$ cat config.mk
export PLATFORM = sky130hd
export DESIGN_NAME = idist_top
export DESIGN_NICKNAME = d
export VERILOG_FILES = /design/src/rtl/idist_pkg.sv /design/src/rtl/idist_srcbank.sv /design/src/rtl/idist_top.sv
export SDC_FILE = /design/constraint.sdc
export NUM_CORES = 2
export LEC_CHECK = 0
export ABC_AREA = 1
export CORE_AREA = 4 4 281 283
export CTS_CLUSTER_SIZE = 25
export DETAILED_ROUTE_END_ITERATION = 12
export DIE_AREA = 0 0 285 287
export PLACE_DENSITY = 0.87
export SYNTH_ARGS = -nofsm -noshare
export SYNTH_HDL_FRONTEND = slang
export SYNTH_SLANG_ARGS = --single-unit
export TNS_END_PERCENT = 20
$ cat constraint.sdc
create_clock -name clk -period 2.7 [get_ports clk]
set_input_delay 0.54 -clock clk [delete_from_list [all_inputs] [get_ports clk]]
set_output_delay 0.54 -clock clk [all_outputs]
set_load 0.01 [all_outputs]
$ cat src/rtl/idist_pkg.sv
package idist_pkg;
    localparam logic [11:0] OFS_CTRL  = 12'h000;
    localparam logic [11:0] OFS_TYPE  = 12'h004;
    localparam logic [11:0] OFS_ENSET = 12'h100;
    localparam logic [11:0] OFS_ENCLR = 12'h180;
    localparam logic [11:0] OFS_PRIO  = 12'h400;
    localparam logic [11:0] OFS_TGT   = 12'h800;
    localparam logic [11:0] OFS_CFG   = 12'hC00;
    localparam logic [11:0] OFS_SGI   = 12'hF00;
    localparam int          NPRIV     = 32;
    localparam int          NSOFT     = 16;
endpackage

$ cat src/rtl/idist_srcbank.sv
module idist_srcbank #(
    parameter int N = 32
) (
    input  logic         clk,
    input  logic         rst_n,
    input  logic [N-1:0] en_set,
    input  logic [N-1:0] en_clr,
    input  logic [N-1:0] sw_set,
    input  logic [N-1:0] sig_in,
    input  logic [N-1:0] is_edge,
    input  logic [N-1:0] ack_clr,
    output logic [N-1:0] en_q,
    output logic [N-1:0] pend_q
);
    typedef struct packed {
        logic         armed;
        logic [N-1:0] en;
        logic [N-1:0] pend;
        logic [N-1:0] prev;
    } bank_t;

    bank_t st_d, st_q;

    always_comb begin
        st_d       = st_q;
        st_d.armed = 1'b1;
        st_d.en    = (st_q.en | en_set) & ~en_clr;
        st_d.prev  = sig_in;
        for (int i = 0; i < N; i++) begin
            if (is_edge[i])
                st_d.pend[i] = (st_q.pend[i] & ~ack_clr[i]) | sw_set[i]
                             | (sig_in[i] & ~st_q.prev[i]);
            else
                st_d.pend[i] = sig_in[i];
        end
    end

    always_ff @(posedge clk) begin
        if (!rst_n) st_q <= '0;
        else        st_q <= st_d;
    end

    assign en_q   = st_q.en;
    assign pend_q = st_q.pend;


    en_clear_chk: assert property (@(posedge clk) disable iff (!rst_n)
        (st_q.armed && en_clr != '0) |=> ((en_q & $past(en_clr)) == '0));

    sw_pend_chk: assert property (@(posedge clk) disable iff (!rst_n)
        (st_q.armed && sw_set != '0) |=> ((pend_q & $past(sw_set)) == $past(sw_set)));

    level_follow_chk: assert property (@(posedge clk) disable iff (!rst_n)
        st_q.armed |=> ((pend_q & ~$past(is_edge)) == ($past(sig_in) & ~$past(is_edge))));
endmodule

$ cat src/rtl/idist_top.sv
module idist_top
    import idist_pkg::*;
#(
    parameter int NSRC = 64,
    parameter int NCPU = 2,
    localparam int NSH   = NSRC - NPRIV,
    localparam int NWORD = NSRC / 32,
    localparam int IDW   = $clog2(NSRC),
    localparam int CW    = (NCPU > 1) ? $clog2(NCPU) : 1,
    localparam int NCFG  = NSRC - NSOFT
) (
    input  logic                 clk,
    input  logic                 rst_n,
    input  logic                 bus_vld,
    input  logic                 bus_wr,
    input  logic [CW-1:0]        bus_cpu,
    input  logic [11:0]          bus_addr,
    input  logic [31:0]          bus_wdata,
    output logic [31:0]          bus_rdata,
    input  logic [NCPU*16-1:0]   ppi_in,
    input  logic [NSH-1:0]       spi_in,
    input  logic [NCPU-1:0]      ack_vld,
    input  logic [NCPU*IDW-1:0]  ack_id,
    output logic [NCPU*NSRC-1:0] irq_fwd
);
    typedef struct packed {
        logic                      ctrl_en;
        logic [NSRC-1:0][7:0]      prio;
        logic [NSH-1:0][NCPU-1:0]  tgt;
        logic [NCFG-1:0]           trig_edge;
        logic [31:0]               rdata;
    } regs_t;

    regs_t r_d, r_q;
    logic  wr, rd;
    logic [NCPU-1:0][31:0] bk_set, bk_clr, bk_sw, bk_ack, bk_in, bk_edge, bk_en, bk_pend;
    logic [NSH-1:0]        sh_set, sh_clr, sh_ack, sh_en, sh_pend;
    logic [IDW-1:0]        cur_id;

    always_comb begin
        wr   = bus_vld & bus_wr;
        rd   = bus_vld & ~bus_wr;
        r_d  = r_q;
        r_d.rdata = '0;
        cur_id = '0;

        // private banks: enables, software interrupts, acknowledges
        for (int c = 0; c < NCPU; c++) begin
            bk_set[c]  = (wr && 32'(bus_cpu) == c && bus_addr == OFS_ENSET) ? bus_wdata : '0;
            bk_clr[c]  = (wr && 32'(bus_cpu) == c && bus_addr == OFS_ENCLR) ? bus_wdata : '0;
            bk_sw[c]   = '0;
            if (wr && bus_addr == OFS_SGI && bus_wdata[9:4] == '0 && bus_wdata[16+c])
                bk_sw[c][bus_wdata[3:0]] = 1'b1;
            bk_ack[c]  = '0;
            if (ack_vld[c] && ack_id[c*IDW +: IDW] < IDW'(NPRIV))
                bk_ack[c][ack_id[c*IDW +: 5]] = 1'b1;
            bk_in[c]   = {ppi_in[c*16 +: 16], 16'h0000};
            bk_edge[c] = {r_q.trig_edge[15:0], 16'hFFFF};
        end

        // shared sources
        sh_set = '0;
        sh_clr = '0;
        for (int w = 1; w < NWORD; w++) begin
            if (wr && bus_addr == OFS_ENSET + 12'(4*w)) sh_set[(w-1)*32 +: 32] = bus_wdata;
            if (wr && bus_addr == OFS_ENCLR + 12'(4*w)) sh_clr[(w-1)*32 +: 32] = bus_wdata;
        end
        sh_ack = '0;
        for (int c = 0; c < NCPU; c++) begin
            cur_id = ack_id[c*IDW +: IDW];
            if (ack_vld[c] && cur_id >= IDW'(NPRIV))
                sh_ack[cur_id - IDW'(NPRIV)] = 1'b1;
        end

        // register writes
        if (wr && bus_addr == OFS_CTRL) r_d.ctrl_en = bus_wdata[0];
        for (int s = 0; s < NSRC; s++)
            if (wr && bus_addr == OFS_PRIO + 12'((s/4)*4))
                r_d.prio[s] = bus_wdata[8*(s%4) +: 8];
        for (int s = NPRIV; s < NSRC; s++)
            if (wr && bus_addr == OFS_TGT + 12'((s/4)*4))
                r_d.tgt[s-NPRIV] = bus_wdata[8*(s%4) +: NCPU];
        for (int s = NSOFT; s < NSRC; s++)
            if (wr && bus_addr == OFS_CFG + 12'((s/16)*4))
                r_d.trig_edge[s-NSOFT] = bus_wdata[2*(s%16)+1];

        // register reads
        if (rd) begin
            if (bus_addr == OFS_CTRL) r_d.rdata = {31'b0, r_q.ctrl_en};
            if (bus_addr == OFS_TYPE) r_d.rdata = {27'b0, 5'(NWORD-1)};
            for (int w = 0; w < NWORD; w++)
                if (bus_addr == OFS_ENSET + 12'(4*w) || bus_addr == OFS_ENCLR + 12'(4*w))
                    r_d.rdata = (w == 0) ? bk_en[bus_cpu] : sh_en[(w-1)*32 +: 32];
            for (int s = 0; s < NSRC; s++)
                if (bus_addr == OFS_PRIO + 12'((s/4)*4))
                    r_d.rdata[8*(s%4) +: 8] = r_q.prio[s];
            for (int s = 0; s < NPRIV; s++)
                if (bus_addr == OFS_TGT + 12'((s/4)*4))
                    r_d.rdata[8*(s%4) +: 8] = 8'(1) << bus_cpu;
            for (int s = NPRIV; s < NSRC; s++)
                if (bus_addr == OFS_TGT + 12'((s/4)*4))
                    r_d.rdata[8*(s%4) +: 8] = 8'(r_q.tgt[s-NPRIV]);
            for (int s = 0; s < NSOFT; s++)
                if (bus_addr == OFS_CFG)
                    r_d.rdata[2*s +: 2] = 2'b10;
            for (int s = NSOFT; s < NSRC; s++)
                if (bus_addr == OFS_CFG + 12'((s/16)*4))
                    r_d.rdata[2*(s%16) +: 2] = {r_q.trig_edge[s-NSOFT], 1'b0};
        end
    end

    always_ff @(posedge clk) begin
        if (!rst_n) r_q <= '0;
        else        r_q <= r_d;
    end

    for (genvar c = 0; c < NCPU; c++) begin : g_bank
        idist_srcbank #(.N(NPRIV)) u_bank (
            .clk     (clk),
            .rst_n   (rst_n),
            .en_set  (bk_set[c]),
            .en_clr  (bk_clr[c]),
            .sw_set  (bk_sw[c]),
            .sig_in  (bk_in[c]),
            .is_edge (bk_edge[c]),
            .ack_clr (bk_ack[c]),
            .en_q    (bk_en[c]),
            .pend_q  (bk_pend[c])
        );
    end

    idist_srcbank #(.N(NSH)) u_shared (
        .clk     (clk),
        .rst_n   (rst_n),
        .en_set  (sh_set),
        .en_clr  (sh_clr),
        .sw_set  ('0),
        .sig_in  (spi_in),
        .is_edge (r_q.trig_edge[NCFG-1:NPRIV-NSOFT]),
        .ack_clr (sh_ack),
        .en_q    (sh_en),
        .pend_q  (sh_pend)
    );

    always_comb begin
        for (int c = 0; c < NCPU; c++) begin
            for (int s = 0; s < NPRIV; s++)
                irq_fwd[c*NSRC+s] = r_q.ctrl_en & bk_en[c][s] & bk_pend[c][s];
            for (int s = NPRIV; s < NSRC; s++)
                irq_fwd[c*NSRC+s] = r_q.ctrl_en & sh_en[s-NPRIV] & sh_pend[s-NPRIV]
                                  & r_q.tgt[s-NPRIV][c];
        end
    end

    assign bus_rdata = r_q.rdata;


    fwd_off_chk: assert property (@(posedge clk) disable iff (!rst_n)
        (wr && bus_addr == OFS_CTRL && !bus_wdata[0]) |=> (irq_fwd == '0));

    type_read_chk: assert property (@(posedge clk) disable iff (!rst_n)
        (rd && bus_addr == OFS_TYPE) |=> (bus_rdata == 32'(NWORD-1)));

    soft_cfg_chk: assert property (@(posedge clk) disable iff (!rst_n)
        (rd && bus_addr == OFS_CFG) |=> (bus_rdata == {16{2'b10}}));

    idle_rdata_chk: assert property (@(posedge clk) disable iff (!rst_n)
        !rd |=> (bus_rdata == '0));
endmodule

==> impl_metrics.json <==
{
  "status": "finished, violations left",
  "failed_checks": "DRC, setup timing",
  "hold_class": "in -> reg",
  "worst_slew_margin_rel_pct": 29.3,
  "max-cap-violations": 0,
  "die_x_um": 285,
  "ys_ff_latch": 913,
  "setup_slack_ns": -0.557,
  "start_util_pct": 52.5,
  "cts_root_buf": "clkbuf_16",
  "overflow": 0,
  "first_pass_iters": 12,
  "setup_viol": 36,
  "r2r_cells": 22,
  "crit-reg2reg-launch": "g_bank[0].u_bank.en_q[25]",
  "crit_fanout": 16,
  "core-area_um2": 76700,
  "clock_path_buffers": 3,
  "grt_max_degree": 244,
  "core.rowCount": 102,
  "rrSetupSlack_ns": -0.50,
  "syn2layout_area_growth_pct": 29.6,
  "ir_drop_mv": 0.539,
  "r2r-end": "bus_rdata[25]",
  "vias": 44362,
  "die-area_um2": 81800,
  "place_congestion": 1.06,
  "yosysWarnings": 0,
  "hold_ws_ns": 0.131,
  "power.density_nw_per_um2": 550,
  "insertion_delay_ns": 0.69,
  "grt_pass1_wl_um": 262000,
  "port_buffers": 286,
  "post-route-min-period_ns": 3.26,
  "ant_nets": 0,
  "grt_pass1_vias": 41368,
  "hpwl_um": 128000,
  "ios": 287,
  "drive_gt1_share_pct": 17.7,
  "synth_cell_types": 52,
  "power_mw": 28.7,
  "synth_edf_count": 0,
  "p_leak_nw": 20.7,
  "wl_per_cell_um": 25.6,
  "instances_no_fill": 7097,
  "synth_seq_area_share_pct": 45.4,
  "h-tree-depth": 3,
  "rsz0062_at_grt": "yes",
  "cts_buffers": 94,
  "critPathKind": "in -> reg",
  "fin_skew_ns": 0.0234,
  "finalWirelength_um": 181000,
  "gr-usage-all-layers_pct": 42.0,
  "cp.arrival_ns": 3.83,
  "hold_violations": 0,
  "ys.flop_type": "dfxtp_1",
  "slew_violations": 0,
  "fmax_ghz": 0.307,
  "holdPathEnd": "u_shared.st_q[24]",
  "dp_cells": 6870,
  "hp-start": "rst_n",
  "synth_cells": 5477,
  "worst_slew_pin_slew_ns": 1.06,
  "end_kind": "flop",
  "drc_errors": 1,
  "syn_area_um2": 40300,
  "startpoint": "bus_addr[11]",
  "die_height_um": 287,
  "vias_per_cell": 6.25,
  "async_flop_share_pct": 0,
  "cts_tree": "built",
  "whs_path_depth": 3,
  "clock-sinks": 913,
  "fin_nets": 6108,
  "antenna_found_initial": 4,
  "cp.required_ns": 3.27,
  "cp-start-kind": "primary input",
  "dr.first_iter.drc_count": 6915,
  "path_clk_slew_ns": 0.06,
  "fin_crit_sh_pct": 121,
  "syn_avg_cell_area_um2": 7.35,
  "syn-num-nets": 5604,
  "diodes": 0
}
-- Yosys cell counts (19+ instances only) --
library cell | instances | area share (%)
inv_2 | 20 | 0.19
clkbuf_1 | 349 | 3.3
o211a_1 | 77 | 1.9
o21ai_1 | 55 | 0.68
a211oi_1 | 66 | 1.2
o2111ai_1 | 49 | 1.1
buf_4 | 39 | 0.73
o21ai_0 | 547 | 6.8
nand2_1 | 979 | 9.1
o211ai_1 | 94 | 1.8
nand4_1 | 47 | 0.73
nor3_1 | 47 | 0.58
o221ai_1 | 25 | 0.54
o221a_2 | 19 | 0.53
inv_1 | 501 | 4.7
nand3_1 | 337 | 4.2
dfxtp_1 | 913 | 45
o31ai_1 | 26 | 0.48
buf_2 | 32 | 0.40
nor2_1 | 357 | 3.3
buf_1 | 29 | 0.27
a21oi_1 | 728 | 9.0
-- repair_timing --
item	4_1_cts	5_1_grt
cloned	3	0
resized for setup	435	121
endpoints found under the setup margin	229	67
hold buffers	0	0
buffers inserted	34	21
pin swaps	123	104
-- placed cells by master, fill, tap and decap left out, types with 13 or more instances in the layout --
cell,netlist,layout
o211a_1,77,77
o21ai_2,3,25
inv_2,20,19
o2111ai_1,49,24
o21ai_1,55,39
a31oi_1,15,15
buf_6,11,54
nor3_1,47,45
a21oi_1,728,700
clkbuf_16,0,98
nor2_2,7,22
o221ai_2,1,13
clkbuf_8,0,21
buf_4,39,486
a21oi_2,1,26
a211oi_1,66,64
o211ai_1,94,94
nand3_2,2,13
nand2_2,6,35
inv_1,501,494
o221a_2,19,19
o21ai_0,547,538
dlygate4sd2_1,0,94
clkinv_1,17,14
nand3_1,337,312
nand2_1,979,939
clkdlybuf4s50_1,0,146
buf_12,0,45
dfxtp_1,913,912
clkbuf_1,349,19
o31ai_1,26,26
nand3_4,0,14
clkinv_2,0,26
nor2_4,5,28
nand2_4,2,13
nor2_1,357,319
o2111ai_2,1,20
dlymetal6s2s_1,0,32
nand4_1,47,47
-- cell type report --
class                   count  area (µm²)
well taps                1040        1300
multi-input cells        3563       19400
flip-flops and latches    913       18300
clock inverters            34         319
repair buffers            868        8060
inverters                 541        2080
fillers                  6055       24500
clock buffers             138        2810
-- flip-flops by register name (all words and copies together) (netlist names), 32 cells and up --
register and count:
r_q 609, g_bank.u_bank.en_q 64, g_bank.u_bank.pend_q 64, bus_rdata 32
g_bank.u_bank.st_q 32, u_shared.en_q 32, u_shared.pend_q 32, u_shared.st_q 32
-- layer usage --
layer	GRT usage, %	share of wire, %	wire length (µm)
met1	51.9	35	63800
met5	0	0.029	53
met4	33.3	10	18200
met3	10.9	13	24000
met2	62.2	42	75500
-- worst max-delay path by stage --
stage               cells after the start  slack (ns)            end
floorplan                              22        0.03  bus_rdata[13]
global placement                       27       -1.66  bus_rdata[25]
detailed placement                     27       -1.69  bus_rdata[25]
CTS                                    28       -0.43  bus_rdata[25]
global route                           26       -0.66  bus_rdata[25]
finish                                 26       -0.56  bus_rdata[25]
-- critical path: stages --
cell	delay, ns
buf_8	0.08
inv_4	0.03
buf_4	0.13
nand3_4	0.14
buf_12	0.14
buf_4	0.12
nor2_4	0.04
buf_6	0.17
nand2_1	0.07
nand4_1	0.10
nor2_1	0.13
nand4_1	0.13
nor2_1	0.14
nand4_1	0.12
nor2_1	0.11
nand4_1	0.18
nor2_1	0.13
nand4_1	0.09
nor2_1	0.11
nand4_1	0.24
nor2_2	0.26
nand4_1	0.19
nand2_1	0.11
nand4_1	0.12
nand2_1	0.11
a21oi_2	0.06
-- logic make-up after synthesis --
group | after synthesis | synth area share [%]
buf+inv | 1001 | 10.0
flops | 913 | 45.4
simple gates | 1805 | 18.9
compound gates | 1758 | 25.7
-- power by group --
group | switching (mW) | total [mW] | internal, mW | leakage, nW
sequential | 0.0596 | 13.6 | 13.6 | 7.39
combinational | 1.18 | 1.65 | 0.471 | 11.8
clock | 5.74 | 13.4 | 7.69 | 1.56
total | 6.98 | 28.7 | 21.7 | 20.7
-- through the flow --
stage	TNS, ns	setup WS (ns)	area [µm²]	utilization [%]
4_1_cts	-7.85	-0.429	51600	67.3
2_1_floorplan	0	0.0303	40300	-
3_3_place_gp	-273.39	-1.66	47000	61.3
3_5_place_dp	-300.51	-1.69	47000	61.3
5_1_grt	-11.01	-0.664	52200	68.1
6_report	-7.31	-0.557	52200	68.1
(Power assumes the default switching activity.)
